### src/rtl/rto_pkg.sv
package rto_pkg;

   typedef enum logic [2:0] {
      CLS_ZERO,
      CLS_FINITE,
      CLS_INF,
      CLS_QNAN,
      CLS_SNAN
   } op_class_e;

   typedef struct packed {
      logic invalid;
      logic overflow;
      logic underflow;
      logic inexact;
   } exc_flags_t;

   localparam int NUM_FLAGS = $bits(exc_flags_t);

endpackage

### src/rtl/rto_classify.sv
module rto_classify
   import rto_pkg::*;
#(
   parameter int EW = 11,
   parameter int FW = 52
) (
   input  logic [EW+FW:0] op_i,
   output logic           sign_o,
   output logic [EW-1:0]  exp_o,
   output logic [FW:0]    mant_o,
   output logic [FW-2:0]  payload_o,
   output op_class_e      cls_o
);

   localparam logic [EW-1:0] EXP_ALL1 = '1;

   logic [EW-1:0] raw_exp;
   logic [FW-1:0] raw_frac;

   assign sign_o    = op_i[EW+FW];
   assign raw_exp   = op_i[EW+FW-1:FW];
   assign raw_frac  = op_i[FW-1:0];
   assign payload_o = raw_frac[FW-2:0];

   always_comb begin
      // subnormal operands act as exponent 1 with no hidden bit
      mant_o = {(raw_exp != '0), raw_frac};
      exp_o  = (raw_exp == '0) ? EW'(1) : raw_exp;
      if (raw_exp == EXP_ALL1) begin
         if (raw_frac == '0)        cls_o = CLS_INF;
         else if (raw_frac[FW-1])   cls_o = CLS_QNAN;
         else                       cls_o = CLS_SNAN;
      end else if (raw_exp == '0 && raw_frac == '0) begin
         cls_o = CLS_ZERO;
      end else begin
         cls_o = CLS_FINITE;
      end
   end

endmodule

### src/rtl/rto_narrow.sv
module rto_narrow #(
   parameter int IEW = 11,
   parameter int IFW = 52,
   parameter int OEW = 8,
   parameter int OFW = 23
) (
   input  logic [IEW-1:0] exp_i,
   input  logic [IFW:0]   mant_i,
   output logic [OEW-1:0] exp_o,
   output logic [OFW-1:0] frac_o,
   output logic           sticky_o,
   output logic           tiny_o,
   output logic           ovf_o
);

   localparam int IBIAS = (1 << (IEW - 1)) - 1;
   localparam int OBIAS = (1 << (OEW - 1)) - 1;
   localparam int DROP  = IFW - OFW;
   localparam int MW    = IFW + 1;
   localparam int SW    = IEW + 2;
   localparam int SHW   = $clog2(MW + 1);

   localparam logic signed [SW-1:0] BIAS_DIFF_S = SW'(IBIAS - OBIAS);
   localparam logic signed [SW-1:0] MAX_FIN_S   = SW'((1 << OEW) - 2);
   localparam logic signed [SW-1:0] ONE_S       = SW'(1);
   localparam logic signed [SW-1:0] DROP_P1_S   = SW'(DROP + 1);
   localparam logic signed [SW-1:0] MW_S        = SW'(MW);

   logic signed [SW-1:0] reb_exp;
   logic signed [SW-1:0] sh_full;
   logic [SHW-1:0]       sh;
   logic [MW-1:0]        lost_mask;

   assign reb_exp = $signed({2'b00, exp_i}) - BIAS_DIFF_S;
   assign ovf_o   = reb_exp > MAX_FIN_S;
   assign tiny_o  = reb_exp < ONE_S;
   assign sh_full = DROP_P1_S - reb_exp;

   generate
      if (DROP + 1 + IBIAS - OBIAS >= MW) begin : g_clamped_shift
         // the denormalizing shift can run past the whole significand
         assign sh = tiny_o ? ((sh_full >= MW_S) ? SHW'(MW) : sh_full[SHW-1:0])
                            : SHW'(DROP);
      end else begin : g_plain_shift
         assign sh = tiny_o ? sh_full[SHW-1:0] : SHW'(DROP);
      end
   endgenerate

   assign lost_mask = ~({MW{1'b1}} << sh);
   assign frac_o    = OFW'(mant_i >> sh);
   assign sticky_o  = |(mant_i & lost_mask);
   assign exp_o     = tiny_o ? '0 : reb_exp[OEW-1:0];

endmodule

### src/rtl/rto_pack.sv
module rto_pack
   import rto_pkg::*;
#(
   parameter int OEW = 8,
   parameter int OFW = 23
) (
   input  logic           sign_i,
   input  op_class_e      cls_i,
   input  logic [OEW-1:0] exp_i,
   input  logic [OFW-1:0] frac_i,
   input  logic           sticky_i,
   input  logic           tiny_i,
   input  logic           ovf_i,
   input  logic [OFW-2:0] payload_i,
   output logic [OEW+OFW:0] res_o,
   output exc_flags_t     flags_o
);

   localparam logic [OEW-1:0] EXP_ALL1    = '1;
   localparam logic [OEW-1:0] EXP_MAX_FIN = {{(OEW-1){1'b1}}, 1'b0};

   always_comb begin
      res_o   = '0;
      flags_o = '0;
      unique case (cls_i)
         CLS_ZERO: res_o = {sign_i, {(OEW+OFW){1'b0}}};
         CLS_INF:  res_o = {sign_i, EXP_ALL1, {OFW{1'b0}}};
         CLS_QNAN, CLS_SNAN: begin
            res_o           = {sign_i, EXP_ALL1, 1'b1, payload_i};
            flags_o.invalid = (cls_i == CLS_SNAN);
         end
         default: begin
            if (ovf_i) begin
               // truncation saturates at the largest finite magnitude
               res_o            = {sign_i, EXP_MAX_FIN, {OFW{1'b1}}};
               flags_o.overflow = 1'b1;
               flags_o.inexact  = 1'b1;
            end else begin
               res_o             = {sign_i, exp_i, frac_i[OFW-1:1], frac_i[0] | sticky_i};
               flags_o.inexact   = sticky_i;
               flags_o.underflow = tiny_i & sticky_i;
            end
         end
      endcase
   end

endmodule

### src/rtl/f64_to_f32_odd.sv
module f64_to_f32_odd
   import rto_pkg::*;
#(
   parameter int IN_EXP_W  = 11,
   parameter int IN_FRAC_W = 52,
   parameter int OUT_EXP_W = 8,
   parameter int OUT_FRAC_W = 23,
   localparam int IN_W  = 1 + IN_EXP_W + IN_FRAC_W,
   localparam int OUT_W = 1 + OUT_EXP_W + OUT_FRAC_W
) (
   input  logic                 clk,
   input  logic                 rst_n,
   input  logic                 in_valid,
   input  logic [IN_W-1:0]      in_data,
   input  logic                 flag_clr,
   output logic                 out_valid,
   output logic [OUT_W-1:0]     out_data,
   output logic [NUM_FLAGS-1:0] flags_o
);

   generate
      if (IN_EXP_W <= OUT_EXP_W) begin : g_err_exp
         $error("input exponent must be wider than output exponent");
      end
      if (IN_FRAC_W <= OUT_FRAC_W) begin : g_err_frac
         $error("input fraction must be wider than output fraction");
      end
      if (OUT_FRAC_W < 2) begin : g_err_small
         $error("output fraction needs a quiet bit and a payload");
      end
   endgenerate

   logic                    op_sign;
   logic [IN_EXP_W-1:0]     op_exp;
   logic [IN_FRAC_W:0]      op_mant;
   logic [IN_FRAC_W-2:0]    op_payload;
   op_class_e               op_cls;

   logic [OUT_EXP_W-1:0]    nar_exp;
   logic [OUT_FRAC_W-1:0]   nar_frac;
   logic                    nar_sticky;
   logic                    nar_tiny;
   logic                    nar_ovf;

   logic [OUT_W-1:0]        conv_res;
   exc_flags_t              conv_flags;
   logic [NUM_FLAGS-1:0]    conv_flag_bits;
   logic [NUM_FLAGS-1:0]    flags_q;

   rto_classify #(.EW(IN_EXP_W), .FW(IN_FRAC_W)) u_classify (
      .op_i      (in_data),
      .sign_o    (op_sign),
      .exp_o     (op_exp),
      .mant_o    (op_mant),
      .payload_o (op_payload),
      .cls_o     (op_cls)
   );

   rto_narrow #(
      .IEW(IN_EXP_W), .IFW(IN_FRAC_W), .OEW(OUT_EXP_W), .OFW(OUT_FRAC_W)
   ) u_narrow (
      .exp_i    (op_exp),
      .mant_i   (op_mant),
      .exp_o    (nar_exp),
      .frac_o   (nar_frac),
      .sticky_o (nar_sticky),
      .tiny_o   (nar_tiny),
      .ovf_o    (nar_ovf)
   );

   rto_pack #(.OEW(OUT_EXP_W), .OFW(OUT_FRAC_W)) u_pack (
      .sign_i    (op_sign),
      .cls_i     (op_cls),
      .exp_i     (nar_exp),
      .frac_i    (nar_frac),
      .sticky_i  (nar_sticky),
      .tiny_i    (nar_tiny),
      .ovf_i     (nar_ovf),
      .payload_i (op_payload[IN_FRAC_W-2 -: OUT_FRAC_W-1]),
      .res_o     (conv_res),
      .flags_o   (conv_flags)
   );

   assign conv_flag_bits = conv_flags;

   always_ff @(posedge clk or negedge rst_n) begin
      if (!rst_n) begin
         out_valid <= 1'b0;
         out_data  <= '0;
      end else begin
         out_valid <= in_valid;
         if (in_valid) out_data <= conv_res;
      end
   end

   for (genvar gi = 0; gi < NUM_FLAGS; gi++) begin : g_flag
      always_ff @(posedge clk or negedge rst_n) begin
         if (!rst_n)         flags_q[gi] <= 1'b0;
         else if (flag_clr)  flags_q[gi] <= in_valid & conv_flag_bits[gi];
         else if (in_valid)  flags_q[gi] <= flags_q[gi] | conv_flag_bits[gi];
      end
   end

   assign flags_o = flags_q;

endmodule

### config.mk
export PLATFORM = sky130hd
export DESIGN_NAME = f64_to_f32_odd
export DESIGN_NICKNAME = d
export VERILOG_FILES = /design/src/rtl/rto_pkg.sv /design/src/rtl/rto_classify.sv /design/src/rtl/rto_narrow.sv /design/src/rtl/rto_pack.sv /design/src/rtl/f64_to_f32_odd.sv
export SDC_FILE = /design/constraint.sdc
export NUM_CORES = 1
export LEC_CHECK = 0
export BUFFER_PORTS_ARGS = -buffer_cell sky130_fd_sc_hd__buf_4
export CAP_MARGIN = 5
export CORE_AREA = 2 2 107 109
export CTS_CLUSTER_DIAMETER = 120
export CTS_CLUSTER_SIZE = 8
export DETAILED_ROUTE_END_ITERATION = 8
export DIE_AREA = 0 0 109 111
export GPL_TIMING_DRIVEN = 0
export PLACE_DENSITY = 0.87
export SKIP_LAST_GASP = 1
export SYNTH_ARGS = -nofsm -noshare
export SYNTH_HDL_FRONTEND = slang
export SYNTH_SLANG_ARGS = --single-unit
### constraint.sdc
create_clock -name clk -period 2.45 [get_ports clk]
set_clock_uncertainty 0.15 [all_clocks]
set_input_delay 0.49 -clock clk [delete_from_list [all_inputs] [get_ports clk]]
set_output_delay 0.49 -clock clk [all_outputs]
set_load 0.05 [all_outputs]
==> run_results.csv, run 1 <==
group,metric,value,unit
outcome,status,"stopped before the end",
outcome,failed_stage,"5_1_grt",
outcome,toolErrorMsg,"[ERROR GRT-0116] Global routing finished with congestion. Check the congestion regions in the DRC Viewer.",
placement,dpl_cell_area,7901,um2
grt,grt_pass1_vias,11810,
yosys,synth-edff-count,0,
clock_network,htree_levels,2,
yosys,yosysWarnings,0,
yosys,synthSimpleGateAreaFrac,25.79,%
yosys,synthAdderAreaFrac,0.7306,%
die,start_util,61.84,%
yosys,synth_top_family_by_area,"compound AO/OA/AOI/OAI gates",
clock_network,numCtsBuffers,5,
die,dieHeight,111,um
yosys,synthArstFlopShare,100.0,%
yosys,ys_ff_latch,37,
placement,dp_hpwl,25780,um
yosys,synth_area_per_cell,6.543,um2
yosys,yosys.area_share.xor_xnor,0.8950,%
placement,io_buffers,86,
yosys,yosys.area.top_type,"dfrtp_1",
grt,grt_max_degree,38,
yosys,synth_nets,1119,
yosys,syn-cell-area,6850,um2
yosys,synth_area_leaders,"dfrtp_1 14%, a21oi_1 9.2%, nand2_1 7.8%, nor2_1 6.1%, o21ai_0 4.9%",
grt,grtUsageTotal,80.34,%
yosys,muxShareOfSynthArea,5.626,%
die,fp-row-count,39,
yosys,netlist_instances,1047,
clock_network,clock-root-buffer,"clkbuf_16",
placement,finalWeightedCongestion,1.360,
yosys,synth_ff_type,"dfrtp_1",
die,die_w,109,um
clock_network,cts_num_sinks,37,
yosys,synth_compound_area_share,45.94,%
yosys,yosys.area.top_type_share,13.52,%
clock_network,ctsLongestPathBuffers,2,
grt,grt_pass1_wl,72020,um
placement,dp.cells,1276,
yosys,yosysSeqAreaShare,13.52,%
yosys,synth_cell_types,92,
die,ioPinCount,105,
grt,grt_overflow,7,
==> what timing repair did <==
action                                  CTS
buffers inserted                         64
hold buffers                              0
gates cloned                              1
resized for setup                       182
pin swaps                                59
endpoints found under the setup margin   35
==> per-stage QoR <==
step | setup WS (ps) | utilization, % | TNS [ps]
after CTS | -2045 | 84.06 | -47890
after detailed placement | -3358 | 71.33 | -89170
after floorplan | -2075 | - | -52030
after global placement | -3371 | 71.33 | -88450
==> synth_stat cells (all sizes together) (9+ instances only) <==
| cell | number |
|---|---|
| nand2 | 144 |
| a21oi | 127 |
| nor2 | 111 |
| o21ai | 77 |
| clkbuf | 75 |
| a31oi | 37 |
| dfrtp | 37 |
| buf | 35 |
| nor3 | 32 |
| a211oi | 29 |
| mux2i | 25 |
| nand3 | 23 |
| o211ai | 23 |
| o22ai | 23 |
| a22oi | 14 |
| nor4 | 13 |
| a221oi | 12 |
| inv | 12 |
| mux2 | 12 |
| o31ai | 12 |
| and2 | 11 |
| nand4 | 11 |
| o2111ai | 9 |
==> per-layer routing <==
metal,track usage [%],overflow
met3,75.13,0
met4,70.77,4
met2,88.03,3
met1,82.65,0
met5,58.93,0
==> kinds of logic after synthesis <==
logic type | after synthesis
mux | 37
buf+inv | 123
flops | 37
fa+ha+maj | 4
simple gates | 384
compound gates | 455
xor+xnor | 7
==> inputs of run 2 (changes only) <==
CORE_AREA = 2 2 134 136   (was 2 2 107 109)
CTS_CLUSTER_DIAMETER = unset   (was 120)
CTS_CLUSTER_SIZE = unset   (was 8)
DIE_AREA = 0 0 136 138   (was 0 0 109 111)
PLACE_DENSITY = unset   (was 0.87)
PLACE_DENSITY_LB_ADDON = 0.15   (was unset)
==> run_results.csv, run 2 <==
group,metric,value,unit
outcome,status,"finished, violations left",
outcome,failed_checks,"DRC, capacitance limit, slew limit, setup timing",
worst_setup_path,slowest_delay,470,ps
placement,finalWeightedCongestion,1.095,
clock_network,clkLatencyLatePin,290,ps
placement,dp_hpwl,33380,um
layout,mostFrequentLayoutCells,"186 x buf_4, 137 x nand2_1, 95 x nor2_1",
clock_network,clkSlewWorstSetupHoldPaths,60,ps
worst_hold_path,hp-class,"in -> async",
sta,setup_viol,34,
layout,mostFrequentLayoutCell,"buf_4",
sta,worst_slack,-2310,ps
yosys,synthArstFlopShare,100.0,%
sta,setup_tns,-56990,ps
die,core,17530,um2
drt,first_pass_iters,9,
power_and_ir_drop,power_density,464.4,nW/um2
layout,diodes,0,
yosys,syn-cell-area,6850,um2
die,design.die.area,18770,um2
yosys,yosys-top-cells-count,"142 x nand2_1, 126 x a21oi_1, 111 x nor2_1",
sta,post-route-min-period,4760,ps
layout,area_growth,62.32,%
die,die_w,136,um
drt,vias_per_cell,7.503,
layout,fillers,1606,
yosys,synth_nets,1119,
worst_setup_path,cp.required,2480,ps
sta,hold_viol_final,0,
yosys,ys_ff_latch,37,
layout,drive_gt1_share,41.87,%
yosys,yosys.area.top_type_share,13.52,%
die,fp-row-count,49,
grt,grt_pass1_wl,70010,um
die,start_util,39.07,%
placement,dpl_cell_area,8009,um2
worst_setup_path,crit_arrival,4780,ps
worst_setup_path,cp-startpoint,"in_data[61]",
yosys,yosysWarnings,0,
drt,finalWirelength,49710,um
worst_setup_path,crit_chain,"buf_8 -> buf_8 -> nor4_4 -> buf_4 -> a31oi_4 -> buf_8 -> inv_12 -> buf_12 -> buf_12 -> ha_4 -> or3_1 -> a31oi_1 -> o211a_1 -> o211a_4 -> buf_4 -> buf_6 -> o21ai_4 -> buf_8 -> buf_4 -> a221oi_1 -> a211oi_2 -> a21oi_2 -> a221oi_2 -> a211o_1",
worst_setup_path,r2r_start,"out_data[11]",
sta,fmax,0.2101,GHz
layout,regMostFlops,"out_data",
yosys,synth_area_per_cell,6.543,um2
yosys,yosysSeqAreaShare,13.52,%
yosys,synth-edff-count,0,
worst_setup_path,critPathKind,"in -> reg",
grt,grtUsageTotal,50.50,%
grt,grt_overflow,0,
drt,drc,40,
drt,wire_per_inst,33.10,um
layout,design_area,11120,um2
job,cap_violations,1,
yosys,synth_cell_types,92,
drt,num_vias,11270,
drt,ant_nets,0,
yosys,synth_ff_type,"dfrtp_1",
worst_setup_path,end_kind,"flip-flop",
yosys,yosys.area.top_type,"dfrtp_1",
sta,final_max_slew_viol_count,9,
clock_network,ctsLongestPathBuffers,2,
clock_network,htree_levels,2,
worst_setup_path,critPathLaunchType,"primary input",
die,ioPinCount,105,
sta,whs,6.041,ps
worst_setup_path,crit_slowest_cell,"a221oi_1",
power_and_ir_drop,ir_drop,0.4518,mV
placement,io_buffers,86,
drt,drt_iter0_drc,2528,
layout,utilization,63.42,%
clock_network,cts_tree,"done",
clock_network,numCtsBuffers,5,
placement,dp.cells,1362,
yosys,yosysMostFrequentCell,"nand2_1",
clock_network,clock-root-buffer,"clkbuf_16",
worst_setup_path,cp_common_cell,"buf_8",
sta,tightest_slew,1503,ps
sta,period_share,194.3,%
grt,grt_max_degree,38,
power_and_ir_drop,leakagePower,4.263,nW
layout,final_nets,1344,
sta,slew_headroom,-0.5923,%
layout,final_cells,1502,
grt,grt_antenna_before_repair,2,
layout,largest_reg_flops,32,
die,dieHeight,138,um
yosys,synth_area_leaders,"dfrtp_1 14%, a21oi_1 9.2%, nand2_1 7.8%, nor2_1 6.1%, o21ai_0 4.9%",
clock_network,cts_num_sinks,37,
yosys,netlist_instances,1047,
grt,grt_pass1_vias,10440,
sta,rsz0062_at_grt,"yes",
worst_setup_path,path_max_fanout,7,
-- run 2: what timing repair did --
| action | in CTS | in global routing |
|---|---|---|
| pin swaps | 95 | 86 |
| setup buffers | 98 | 39 |
| hold buffers | 0 | 0 |
| gates cloned | 3 | 0 |
| setup endpoints to repair | 35 | 35 |
| gates resized for setup | 290 | 123 |
-- run 2: per-layer routing --
| metal | GRT usage [%] | vias up | wire length, um |
|---|---|---|---|
| met4 | 34.65 | 2 | 5101 |
| met2 | 68.26 | 1175 | 19210 |
| li1 | - | 4448 | - |
| met3 | 25.60 | 421 | 8174 |
| met1 | 61.52 | 5223 | 17210 |
| met5 | 0 | - | 13 |
-- run 2: cells by family (layout without fill, tap and decap cells) --
group,Yosys count,in the layout,synth area share (%)
flip-flops,37,37,13.52
multiplexers,37,37,5.626
AO/OA/AOI/OAI,455,455,45.94
AND/OR/NAND/NOR,384,384,25.79
buffers and inverters,123,349,7.507
adder cells (fa/ha/maj),4,4,0.7306
XOR/XNOR,7,7,0.8950
-- run 2: area by class of cell --
cell class	instances	area (um2)	area share [%]
multi-input combinational	887	6928	62.30
tap	229	286.5	2.577
timing repair buffer	223	1931	17.36
clock buffer	5	125.1	1.125
sequential	37	925.9	8.327
clock inverter	3	21.27	0.1913
buffer	105	840.8	7.562
inverter	13	61.31	0.5514
-- run 2: per-stage QoR --
stage                     setup slack, ps  total power [mW]
final                               -2310             5.164
after detailed placement            -3714             3.336
after global placement              -3888             3.367
after floorplan                     -2075             2.363
after global routing                -2385             5.241
after CTS                           -2162             4.587
-- run 2: path summary, 6_finish.rpt --
check | end | slack (ps) | cells after the start
setup / recovery | out_data[4] | -2310 | 24
hold / removal | out_data[20] | 6 | 1
setup reg to reg | out_data[11] | 1250 | 3
hold reg to reg | flags_o[2] | 330 | 1
max in group asynchronous | out_data[5] | 1800 | 1
min in group clk | out_valid | 160 | 1
-- run 2: worst max-delay path: cells and delay by family --
family | cells | cell delay [ps]
simple gates | 2 | 550
buf+inv | 11 | 1360
fa+ha+maj | 1 | 210
compound gates | 10 | 2150
-- run 2: report_power, final --
group / internal (mW) / switching [mW] / total (mW)
sequential: 0.708 / 0.0622 / 0.770
clock: 0.379 / 0.283 / 0.663
combinational: 1.32 / 2.41 / 3.73
total: 2.41 / 2.76 / 5.16
Note: power is estimated with default switching activity, not from simulation.
==> inputs of run 3 (changes only) <==
==> constraint.sdc (replaced) <==
create_clock -name clk -period 2.45 [get_ports clk]
set_clock_uncertainty 0.15 [all_clocks]
set_input_delay 0.3675 -clock clk [delete_from_list [all_inputs] [get_ports clk]]
set_output_delay 0.3675 -clock clk [all_outputs]
set_load 0.05 [all_outputs]
==> run_results.csv, run 3 (synthesis gave the netlist of run 2 again) <==
group,metric,value,unit
sta,post-route-min-period,4623,ps
layout,mostFrequentLayoutCells,"166 x buf_4, 135 x nand2_1, 94 x nor2_1",
clock_network,htree_levels,2,
die,dieHeight,138,um
job,cap_violations,0,
worst_hold_path,hp-class,"in -> reg",
clock_network,clkSlewWorstSetupHoldPaths,60,ps
layout,final_nets,1328,
layout,diodes,0,
clock_network,cts_tree,"done",
sta,rsz0062_at_grt,"yes",
drt,vias_per_cell,7.539,
clock_network,clkLatencyLatePin,290,ps
sta,final_max_slew_viol_count,0,
sta,whs,36.76,ps
outcome,failed_checks,"setup timing",
grt,grtUsageTotal,49.00,%
grt,grt_antenna_before_repair,0,
worst_setup_path,cp.required,2470,ps
worst_setup_path,crit_arrival,4640,ps
layout,regMostFlops,"out_data",
sta,slew_headroom,9.548,%
layout,largest_reg_flops,32,
layout,design_area,10760,um2
drt,ant_nets,0,
grt,grt_pass1_wl,68430,um
drt,drt_iter0_drc,2250,
sta,hold_viol_final,0,
drt,wire_per_inst,32.62,um
die,ioPinCount,105,
drt,num_vias,11200,
grt,grt_overflow,0,
drt,first_pass_iters,9,
clock_network,cts_num_sinks,37,
grt,grt_max_degree,38,
drt,drc,0,
layout,mostFrequentLayoutCell,"buf_4",
clock_network,numCtsBuffers,5,
die,die_w,136,um
layout,drive_gt1_share,39.46,%
sta,worst_slack,-2173,ps
layout,area_growth,57.13,%
power_and_ir_drop,power_density,463.3,nW/um2
die,start_util,39.07,%
worst_setup_path,critPathLaunchType,"primary input",
outcome,status,"finished, violations left",
power_and_ir_drop,leakagePower,4.106,nW
placement,dp_hpwl,32810,um
drt,finalWirelength,48470,um
power_and_ir_drop,ir_drop,0.3774,mV
worst_setup_path,end_kind,"flip-flop",
layout,fillers,1644,
sta,setup_viol,34,
die,design.die.area,18770,um2
die,core,17530,um2
sta,period_share,188.7,%
sta,tightest_slew,1347,ps
worst_setup_path,path_max_fanout,5,
die,fp-row-count,49,
placement,finalWeightedCongestion,1.093,
placement,io_buffers,86,
clock_network,ctsLongestPathBuffers,2,
layout,utilization,61.39,%
placement,dpl_cell_area,8009,um2
worst_setup_path,critPathKind,"in -> reg",
sta,fmax,0.2163,GHz
clock_network,clock-root-buffer,"clkbuf_16",
grt,grt_pass1_vias,10360,
==> run 3: final timing paths <==
check                             start  slack [ps]  depth (start not counted)      endpoint
max                         in_data[62]       -2170                         24   out_data[3]
min                            in_valid          40                          1     out_valid
max reg2reg                out_data[11]        1280                          3  out_data[11]
min reg2reg                  flags_o[2]         340                          1    flags_o[2]
max in group asynchronous         rst_n        1340                          2  out_data[19]
min in group asynchronous         rst_n         450                          2   out_data[7]
==> run 3: critical path: stages <==
cell and delay (ps):
buf_8 100, buf_8 110, nor4_4 260, buf_4 180
a31oi_4 100, buf_6 180, inv_8 60, buf_12 110
buf_12 110, ha_4 190, or3_1 310, a31oi_1 170
o211a_1 300, o211ai_4 170, a211oi_4 240, buf_6 170
buf_4 120, buf_4 170, nand2_1 80, o22ai_2 210
a21oi_1 140, a221oi_2 420, o2111a_1 300, a211oi_2 60
==> run 3: what timing repair did <==
action,CTS,global route
setup buffers,85,39
hold buffers,1,0
setup endpoints to repair,35,35
pin swaps,110,84
cloned,2,0
endpoints found under the hold margin,37,0
gates resized for setup,274,106
==> run 3: per-layer routing <==
layer | part of all wire (%) | GRT usage [%] | vias to the layer above | wire [um]
met5 | 0 | 0 | - | 0
met4 | 9.4 | 28.23 | 0 | 4560
met3 | 17 | 22.44 | 398 | 8232
met2 | 39 | 69.35 | 1203 | 19070
met1 | 34 | 60.73 | 5174 | 16610
li1 | - | - | 4428 | -
==> run 3: layout make-up <==
type	count	area [um2]	share of cell area, %
multi-input cells	887	6688	62.13
repair buffers	205	1839	17.09
flip-flops and latches	37	925.9	8.602
plain buffers	107	824.5	7.660
well taps	229	286.5	2.662
clock buffers	6	128.9	1.197
inverters	13	56.30	0.5231
clock inverters	2	15.01	0.1395
==> run 3: where the power goes <==
group          total [mW]  switching (mW)  internal, mW  leakage, nW
combinational        3.56            2.31          1.25         3.63
sequential          0.771          0.0624         0.709        0.414
clock               0.655           0.278         0.378       0.0631
==> run 3: through the flow <==
| stage | TNS, ps | setup slack (ps) | total power [mW] | instances |
|---|---|---|---|---|
| 2_1_floorplan | -47820 | -1952 | 2.363 | 1047 |
| 3_3_place_gp | -97990 | -3784 | 3.361 | 1362 |
| 3_5_place_dp | -95510 | -3617 | 3.326 | 1362 |
| 4_1_cts | -48230 | -2062 | 4.506 | 1453 |
| 5_1_grt | -51740 | -2143 | 5.057 | 1486 |
| 6_report | -51000 | -2173 | 4.987 | 1486 |
